<file path="src/rtl/sfl_pkg.sv">
package sfl_pkg;

   // Field positions in the status-write data byte (decoded by protection logic)
   localparam int LOCK_BIT   = 7;
   localparam int GCODE_MSB  = 5;
   localparam int GCODE_LSB  = 2;
   localparam int GCODE_W    = GCODE_MSB - GCODE_LSB + 1;

   // Saturating byte count: 0, 1, 2, 3 (=3 or more)
   localparam int NBYTE_W    = 2;

   typedef struct packed {
      logic [7:0]         opcode;   // first byte of the frame
      logic [7:0]         data;     // second byte of the frame
      logic [NBYTE_W-1:0] nbyte;    // completed bytes, saturating
      logic               aligned;  // bit count is a multiple of eight
   } sfl_frame_t;

endpackage

</file>
<file path="src/rtl/sfl_sync.sv">
module sfl_sync #(
   parameter int             W       = 4,
   parameter int             STAGES  = 2,
   parameter logic [W-1:0]   RST_VAL = '0
) (
   input  logic         clk,
   input  logic         rst_n,
   input  logic [W-1:0] d,
   output logic [W-1:0] q
);

   if (STAGES < 2) begin : g_bad_stages
      $error("sfl_sync: STAGES must be at least 2");
   end
   if (W < 1) begin : g_bad_width
      $error("sfl_sync: W must be at least 1");
   end

   logic [W-1:0] stg [STAGES];

   for (genvar i = 0; i < STAGES; i++) begin : g_stage
      if (i == 0) begin : g_first
         always_ff @(posedge clk or negedge rst_n) begin
            if (!rst_n) stg[0] <= RST_VAL;
            else        stg[0] <= d;
         end
      end else begin : g_next
         always_ff @(posedge clk or negedge rst_n) begin
            if (!rst_n) stg[i] <= RST_VAL;
            else        stg[i] <= stg[i-1];
         end
      end
   end

   assign q = stg[STAGES-1];

endmodule

</file>
<file path="src/rtl/sfl_shifter.sv">
module sfl_shifter
   import sfl_pkg::*;
(
   input  logic       clk,
   input  logic       rst_n,
   input  logic       cs_hi,
   input  logic       sck,
   input  logic       mosi,
   output sfl_frame_t frame
);

   localparam logic [NBYTE_W-1:0] NBYTE_MAX = '1;

   logic       sck_q;
   logic       sck_rise;
   logic [2:0] bit_idx;
   logic [7:0] sh;
   logic [7:0] sh_nxt;
   logic [7:0] opc_q;
   logic [7:0] dat_q;
   logic [NBYTE_W-1:0] nbyte_q;

   assign sck_rise = sck && !sck_q && !cs_hi;
   assign sh_nxt   = {sh[6:0], mosi};

   always_ff @(posedge clk or negedge rst_n) begin
      if (!rst_n) sck_q <= 1'b0;
      else        sck_q <= sck;
   end

   always_ff @(posedge clk or negedge rst_n) begin
      if (!rst_n) begin
         bit_idx <= '0;
         nbyte_q <= '0;
         sh      <= '0;
         opc_q   <= '0;
         dat_q   <= '0;
      end else if (cs_hi) begin
         bit_idx <= '0;
         nbyte_q <= '0;
      end else if (sck_rise) begin
         sh      <= sh_nxt;
         bit_idx <= bit_idx + 3'd1;
         if (bit_idx == 3'd7) begin
            if (nbyte_q == '0)                  opc_q <= sh_nxt;
            if (nbyte_q == NBYTE_W'(1))         dat_q <= sh_nxt;
            if (nbyte_q != NBYTE_MAX)           nbyte_q <= nbyte_q + NBYTE_W'(1);
         end
      end
   end

   assign frame.opcode  = opc_q;
   assign frame.data    = dat_q;
   assign frame.nbyte   = nbyte_q;
   assign frame.aligned = (bit_idx == 3'd0);

   // framing restarts whenever chip-select is high
   p_frame_restart_r11: assert property (@(posedge clk) disable iff (!rst_n)
      cs_hi |=> (bit_idx == 3'd0 && nbyte_q == '0));

endmodule

</file>
<file path="src/rtl/sfl_commit.sv">
module sfl_commit
   import sfl_pkg::*;
#(
   parameter logic [7:0] OPC_WREN = 8'h06,
   parameter logic [7:0] OPC_WRSR = 8'h01
) (
   input  logic       clk,
   input  logic       rst_n,
   input  logic       commit,
   input  sfl_frame_t frame,
   input  logic       wp_on,
   output logic       lock,
   output logic       wel,
   output logic       gprot,
   output logic       gunprot
);

   if (OPC_WREN == OPC_WRSR) begin : g_bad_opc
      $error("sfl_commit: opcodes must differ");
   end

   logic               is_wren;
   logic               is_wrsr;
   logic               full_frame;
   logic               wp_block;
   logic               accept;
   logic               new_lock;
   logic [GCODE_W-1:0] gcode;
   logic               unused_dc;

   assign new_lock   = frame.data[LOCK_BIT];
   assign gcode      = frame.data[GCODE_MSB:GCODE_LSB];
   assign unused_dc  = ^{frame.data[6], frame.data[1:0]};

   assign is_wren    = commit && frame.opcode == OPC_WREN
                       && frame.nbyte == NBYTE_W'(1) && frame.aligned;
   assign is_wrsr    = commit && frame.opcode == OPC_WRSR && frame.nbyte != '0;
   assign full_frame = frame.nbyte >= NBYTE_W'(2) && frame.aligned;
   assign wp_block   = wp_on && !new_lock;
   assign accept     = is_wrsr && full_frame && wel && !wp_block;

   always_ff @(posedge clk or negedge rst_n) begin
      if (!rst_n) begin
         lock    <= 1'b0;
         wel     <= 1'b0;
         gprot   <= 1'b0;
         gunprot <= 1'b0;
      end else begin
         gprot   <= accept && (gcode == '1);
         gunprot <= accept && (gcode == '0) && !lock;
         if (accept)       lock <= new_lock;
         if (is_wrsr)      wel  <= 1'b0;
         else if (is_wren) wel  <= 1'b1;
      end
   end

   p_lock_only_at_commit_r3: assert property (@(posedge clk) disable iff (!rst_n)
      !commit |=> $stable(lock));

   p_wp_keeps_lock_r7: assert property (@(posedge clk) disable iff (!rst_n)
      (commit && wp_on && lock) |=> lock);

   p_gprot_single_r8: assert property (@(posedge clk) disable iff (!rst_n)
      gprot |=> !gprot);

   p_req_exclusive_r9: assert property (@(posedge clk) disable iff (!rst_n)
      $onehot0({gprot, gunprot}));

   p_unprot_prior_r9: assert property (@(posedge clk) disable iff (!rst_n)
      gunprot |-> !$past(lock));

   p_wel_drop_r10: assert property (@(posedge clk) disable iff (!rst_n)
      (commit && frame.opcode == OPC_WRSR && frame.nbyte != '0) |=> !wel);

endmodule

</file>
<file path="src/rtl/sfl_status_cmd.sv">
module sfl_status_cmd
   import sfl_pkg::*;
#(
   parameter int         SYNC_STAGES   = 2,
   parameter bit         WP_ACTIVE_LOW = 1'b1,
   parameter logic [7:0] OPC_WREN      = 8'h06,
   parameter logic [7:0] OPC_WRSR      = 8'h01
) (
   input  logic clk,
   input  logic rst_n,
   input  logic spi_cs_n,
   input  logic spi_sck,
   input  logic spi_mosi,
   input  logic wp_pin,
   output logic lock_o,
   output logic wel_o,
   output logic gprot_o,
   output logic gunprot_o
);

   localparam int         NSIG    = 4;
   localparam logic [3:0] SYN_RST = {1'b1, 1'b0, 1'b0, WP_ACTIVE_LOW};

   logic [NSIG-1:0] raw;
   logic [NSIG-1:0] syn;
   logic            cs_s, sck_s, mosi_s, wp_s;
   logic            cs_q;
   logic            cs_rise;
   logic            wp_on;
   sfl_frame_t      frame;

   assign raw = {spi_cs_n, spi_sck, spi_mosi, wp_pin};
   assign {cs_s, sck_s, mosi_s, wp_s} = syn;

   sfl_sync #(.W(NSIG), .STAGES(SYNC_STAGES), .RST_VAL(SYN_RST)) u_sync (
      .clk   (clk),
      .rst_n (rst_n),
      .d     (raw),
      .q     (syn)
   );

   if (WP_ACTIVE_LOW) begin : g_wp_low
      assign wp_on = !wp_s;
   end else begin : g_wp_high
      assign wp_on = wp_s;
   end

   always_ff @(posedge clk or negedge rst_n) begin
      if (!rst_n) cs_q <= 1'b1;
      else        cs_q <= cs_s;
   end
   assign cs_rise = cs_s && !cs_q;

   sfl_shifter u_shift (
      .clk   (clk),
      .rst_n (rst_n),
      .cs_hi (cs_s),
      .sck   (sck_s),
      .mosi  (mosi_s),
      .frame (frame)
   );

   sfl_commit #(.OPC_WREN(OPC_WREN), .OPC_WRSR(OPC_WRSR)) u_commit (
      .clk     (clk),
      .rst_n   (rst_n),
      .commit  (cs_rise),
      .frame   (frame),
      .wp_on   (wp_on),
      .lock    (lock_o),
      .wel     (wel_o),
      .gprot   (gprot_o),
      .gunprot (gunprot_o)
   );

   p_wel_set_needs_commit_r2: assert property (@(posedge clk) disable iff (!rst_n)
      (!wel_o && !cs_rise) |=> !wel_o);

endmodule

</file>
<file path="config.mk">
export PLATFORM = sky130hd
export DESIGN_NAME = sfl_status_cmd
export DESIGN_NICKNAME = d
export VERILOG_FILES = /design/src/rtl/sfl_pkg.sv /design/src/rtl/sfl_sync.sv /design/src/rtl/sfl_shifter.sv /design/src/rtl/sfl_commit.sv /design/src/rtl/sfl_status_cmd.sv
export SDC_FILE = /design/constraint.sdc
export NUM_CORES = 1
export LEC_CHECK = 0
export BUFFER_PORTS_ARGS = -buffer_cell sky130_fd_sc_hd__clkbuf_2
export CAP_MARGIN = 40
export CORE_MARGIN = 3
export CORE_UTILIZATION = 44
export DETAILED_ROUTE_END_ITERATION = 8
export GPL_TIMING_DRIVEN = 1
export SLEW_MARGIN = 30
export SYNTH_ARGS = -nofsm -noshare
export SYNTH_HDL_FRONTEND = slang
export SYNTH_SLANG_ARGS = --single-unit
export TNS_END_PERCENT = 10
</file>
<file path="constraint.sdc">
create_clock -name clk -period 3.2 [get_ports clk]
set_input_delay 0.32 -clock clk [delete_from_list [all_inputs] [get_ports clk]]
set_output_delay 0.32 -clock clk [all_outputs]
set_load 0.02 [all_outputs]
</file>
==> results.md <==
- Run status: completed
- Slew headroom: 0.5984
- Placer congestion estimate: 0.6863
- Residual DRC count: 0
- Hold path start: spi_cs_n
- Min Clock Period, post-route: 2.134 ns
- Clock power frac: 0.384
- Max_cap viols: 0
- CP arrival: approximately 2.4 ns
- Comb pwr share: 0.063
- Sequential fraction of the synthesis area: 0.6331
- Clk sinks: 39
- GR met2 Demand/Resource: 0.1947
- Static Leakage: 0.8606 nW
- CP Capture Type: register
- CTS tree: built
- Chip width: about 65 um
- Worst slack, placed: 1.099 ns
- Fin nets: 136
- H-Tree Depth: 2
- Synth Cell Area: 1551 um^2
- Via density: 5.048
- Top cell type's share of synthesized area: 0.5484
- Largest net degree at the start of global routing: 22
- CP max stage cell: or4_4
- Initial antenna violation count: 0
- IO Pins: 10
- Critical setup path kind: reg2reg
- Hold_ws: roughly 0.044 ns
- Die Ht: around 65 um
- Antenna Nets Post-Route: 0
- Total CTS buffers: 5
- GRT Total Usage: 0.1362
- Final Setup Violations: 0
- Worst-Margin Slew: roughly 0.59 ns
- Total Power: ~1.0 mW
- First DRT Iteration DRCs: 35
- Fillers: between 200 and 300
- Hpwl dp: 1714 um
- Critical Path RT: 3.43 ns
- Row count: 20
- Clk_lat worst skew: around 0.34 ns
- Core area: approximately 3200 um^2
- Root buf cell: clkbuf_4
- Fin area: 1788 um^2
- Commonest non-fill, non-tap cells in the layout: 34 x dfrtp_1, 20 x mux2_2, 10 x nor2_1
- Post-Place Cell Area: ~1700 um^2
- Met3 Resource Use GR: 0.04615
- Syn Nets: between 100 and 150
- Ys Warns: 0
- Grt total ovfl: 0
- Synth Area per Inst: 14.64 um^2
- Overall routed net length: 2401 um
- RSZ-0062 raised after global routing: false
- Syn Inst Count: 106
- Drt wl/cell: 14.29 um
- Number of I/O port buffers: 9
- Post-Route Skew: 0.008511 ns
- Crit path largest cell delay: 0.58 ns
- Pre-antenna DRT Iters: 3
- Worst-path cell chain: inv_1, ha_1, nor4b_1, nand4_1, or4_4, mux2_4
- Clock tree buffer depth: 2
- Sw Ratio: 0.2114
- Hold/Removal Path Class: in2reg
- Pwr per Cell Area: between 500 and 600 nW/um^2
- Vias post-DR: roughly 850
- Top Usage Layer GRT: met2
- Starting Density: 0.4844
- TNS Setup: 0 ns
- DIE AREA: 4275 um^2
- Reg2Reg Launch Point: u_shift.nbyte_q[0]
- Hold Fails Final Rpt: 0
- Dpl cells: ~160
- Share of layout cells above drive strength 1: 0.3790
- Unique masters post-synth: 26
- Vias in the first global route: approximately 900
- Max Slew Vio Count: 0
- Worst setup path startpoint: u_shift.nbyte_q[0]
- Final period utilization: 0.6670
- CTS clk-pin slew, worst paths: between 0.1 and 0.15 ns
- Reg power frac: 0.553
- Fmax: 0.4685 GHz
- CP Launch Type: register
- First-pass GRT wire length: 4215 um
- Fin cells: 168
- Final Util: 0.5582
- Area leader, netlist: dfrtp_1
- Seq cells post-synth: 39
- Peak supply drop: 281.4 uV
- Sw power: roughly 0.22 mW
- Most common cell after layout, fill and taps aside: dfrtp_1
- GR Layer Usage met1: 0.1828
- Layout area overhead: 15.24%
- Slack of the critical path: 1.066 ns
- Critical path peak fanout: 4
- Area contributors post-synth: dfrtp_1 55%, mux2_2 15%, dfstp_2 8.5%
- Ant. Diodes: 0
- Internal: 0.8223 mW
[routing by layer]
metal,vias up,wire length [um]
met2,14,1054
met3,4,87
met4,0,35
li1,404,-
met1,426,1224
met5,-,0
[cells in the mapped netlist]
cell,n
dfrtp_1,34
mux2_2,20
nor2_1,10
ha_1,7
dfstp_2,5
inv_1,4
a21oi_1,2
nand3_1,2
nand4_1,2
nor2b_1,2
nor3_1,2
xnor2_1,2
buf_2,1
clkbuf_2,1
mux2_4,1
mux2i_1,1
nand2b_1,1
nand3_2,1
nand4b_1,1
nor4_4,1
nor4b_1,1
nor4bb_1,1
o21a_1,1
o21ai_0,1
or4_1,1
or4_4,1
[cells by family (layout without fill, tap and decap cells)]
group / Yosys count / in the layout / share of synthesized area
AND/OR/NAND/NOR: 26 / 26 / 0.1073
buffers and inverters: 6 / 24 / 0.01612
XOR/XNOR: 2 / 2 / 0.01129
adder cells (fa/ha/maj): 7 / 7 / 0.05645
flip-flops: 39 / 39 / 0.6331
multiplexers: 22 / 22 / 0.1613
AO/OA/AOI/OAI: 4 / 4 / 0.01452
[final timing paths]
check	endpoint	cells after the start	slack, ns
setup / recovery	u_commit.lock	6	1.07
hold / removal	u_sync.stg[7]	1	0.04
setup reg to reg	u_commit.lock	6	1.07
hold reg to reg	u_sync.q[1]	0	0.36
max in group asynchronous	u_sync.q[3]	3	2.19
min in group asynchronous	u_shift.sh[4]	2	0.46
[state kept, by name, summed over array words and instances, names as in the netlist, 2 cells and up]
signal and flops:
u_shift.dat_q 5, u_shift.bit_idx 3, u_sync.stg 4, u_shift.nbyte_q 2, u_shift.opc_q 8, u_sync.q 4, u_shift.sh 7
[worst max-delay path: cells and delay by family (launching register included)]
kind,cells,cell delay [ns]
muxes,1,0.31
buffers and inverters,1,0.08
and+or+nand+nor,3,1.00
adders and majority gates,1,0.22
DFF,1,0.43
[power groups by stage]
stage | Clock, mW | Sequential (mW) | Combinational (mW)
2_1_floorplan | 0 | 0.571 | 0.0449
3_3_place_gp | 0 | 0.583 | 0.0592
3_5_place_dp | 0 | 0.586 | 0.0660
4_1_cts | 0.409 | 0.577 | 0.0678
5_1_grt | 0.435 | 0.584 | 0.0766
6_report | 0.401 | 0.577 | 0.0655
[repair_timing]
| item | 4_1_cts | 5_1_grt |
|---|---|---|
| buffers inserted | 0 | 0 |
| hold buffers | 1 | 0 |
| hold endpoints to repair | 15 | 0 |
| gates resized for setup | 0 | 0 |
[final cells by class]
class	instances	area [um^2]	share of cell area
clock buffers	6	41.29	0.02309
flip-flops and latches	39	982.2	0.5493
repair buffers	12	90.09	0.05039
inverters	4	15.01	0.008398
clock inverters	2	60.06	0.03359
well taps	44	55.05	0.03079
multi-input cells	61	544.3	0.3044
No activity file was read; power rests on OpenSTA's default activity.
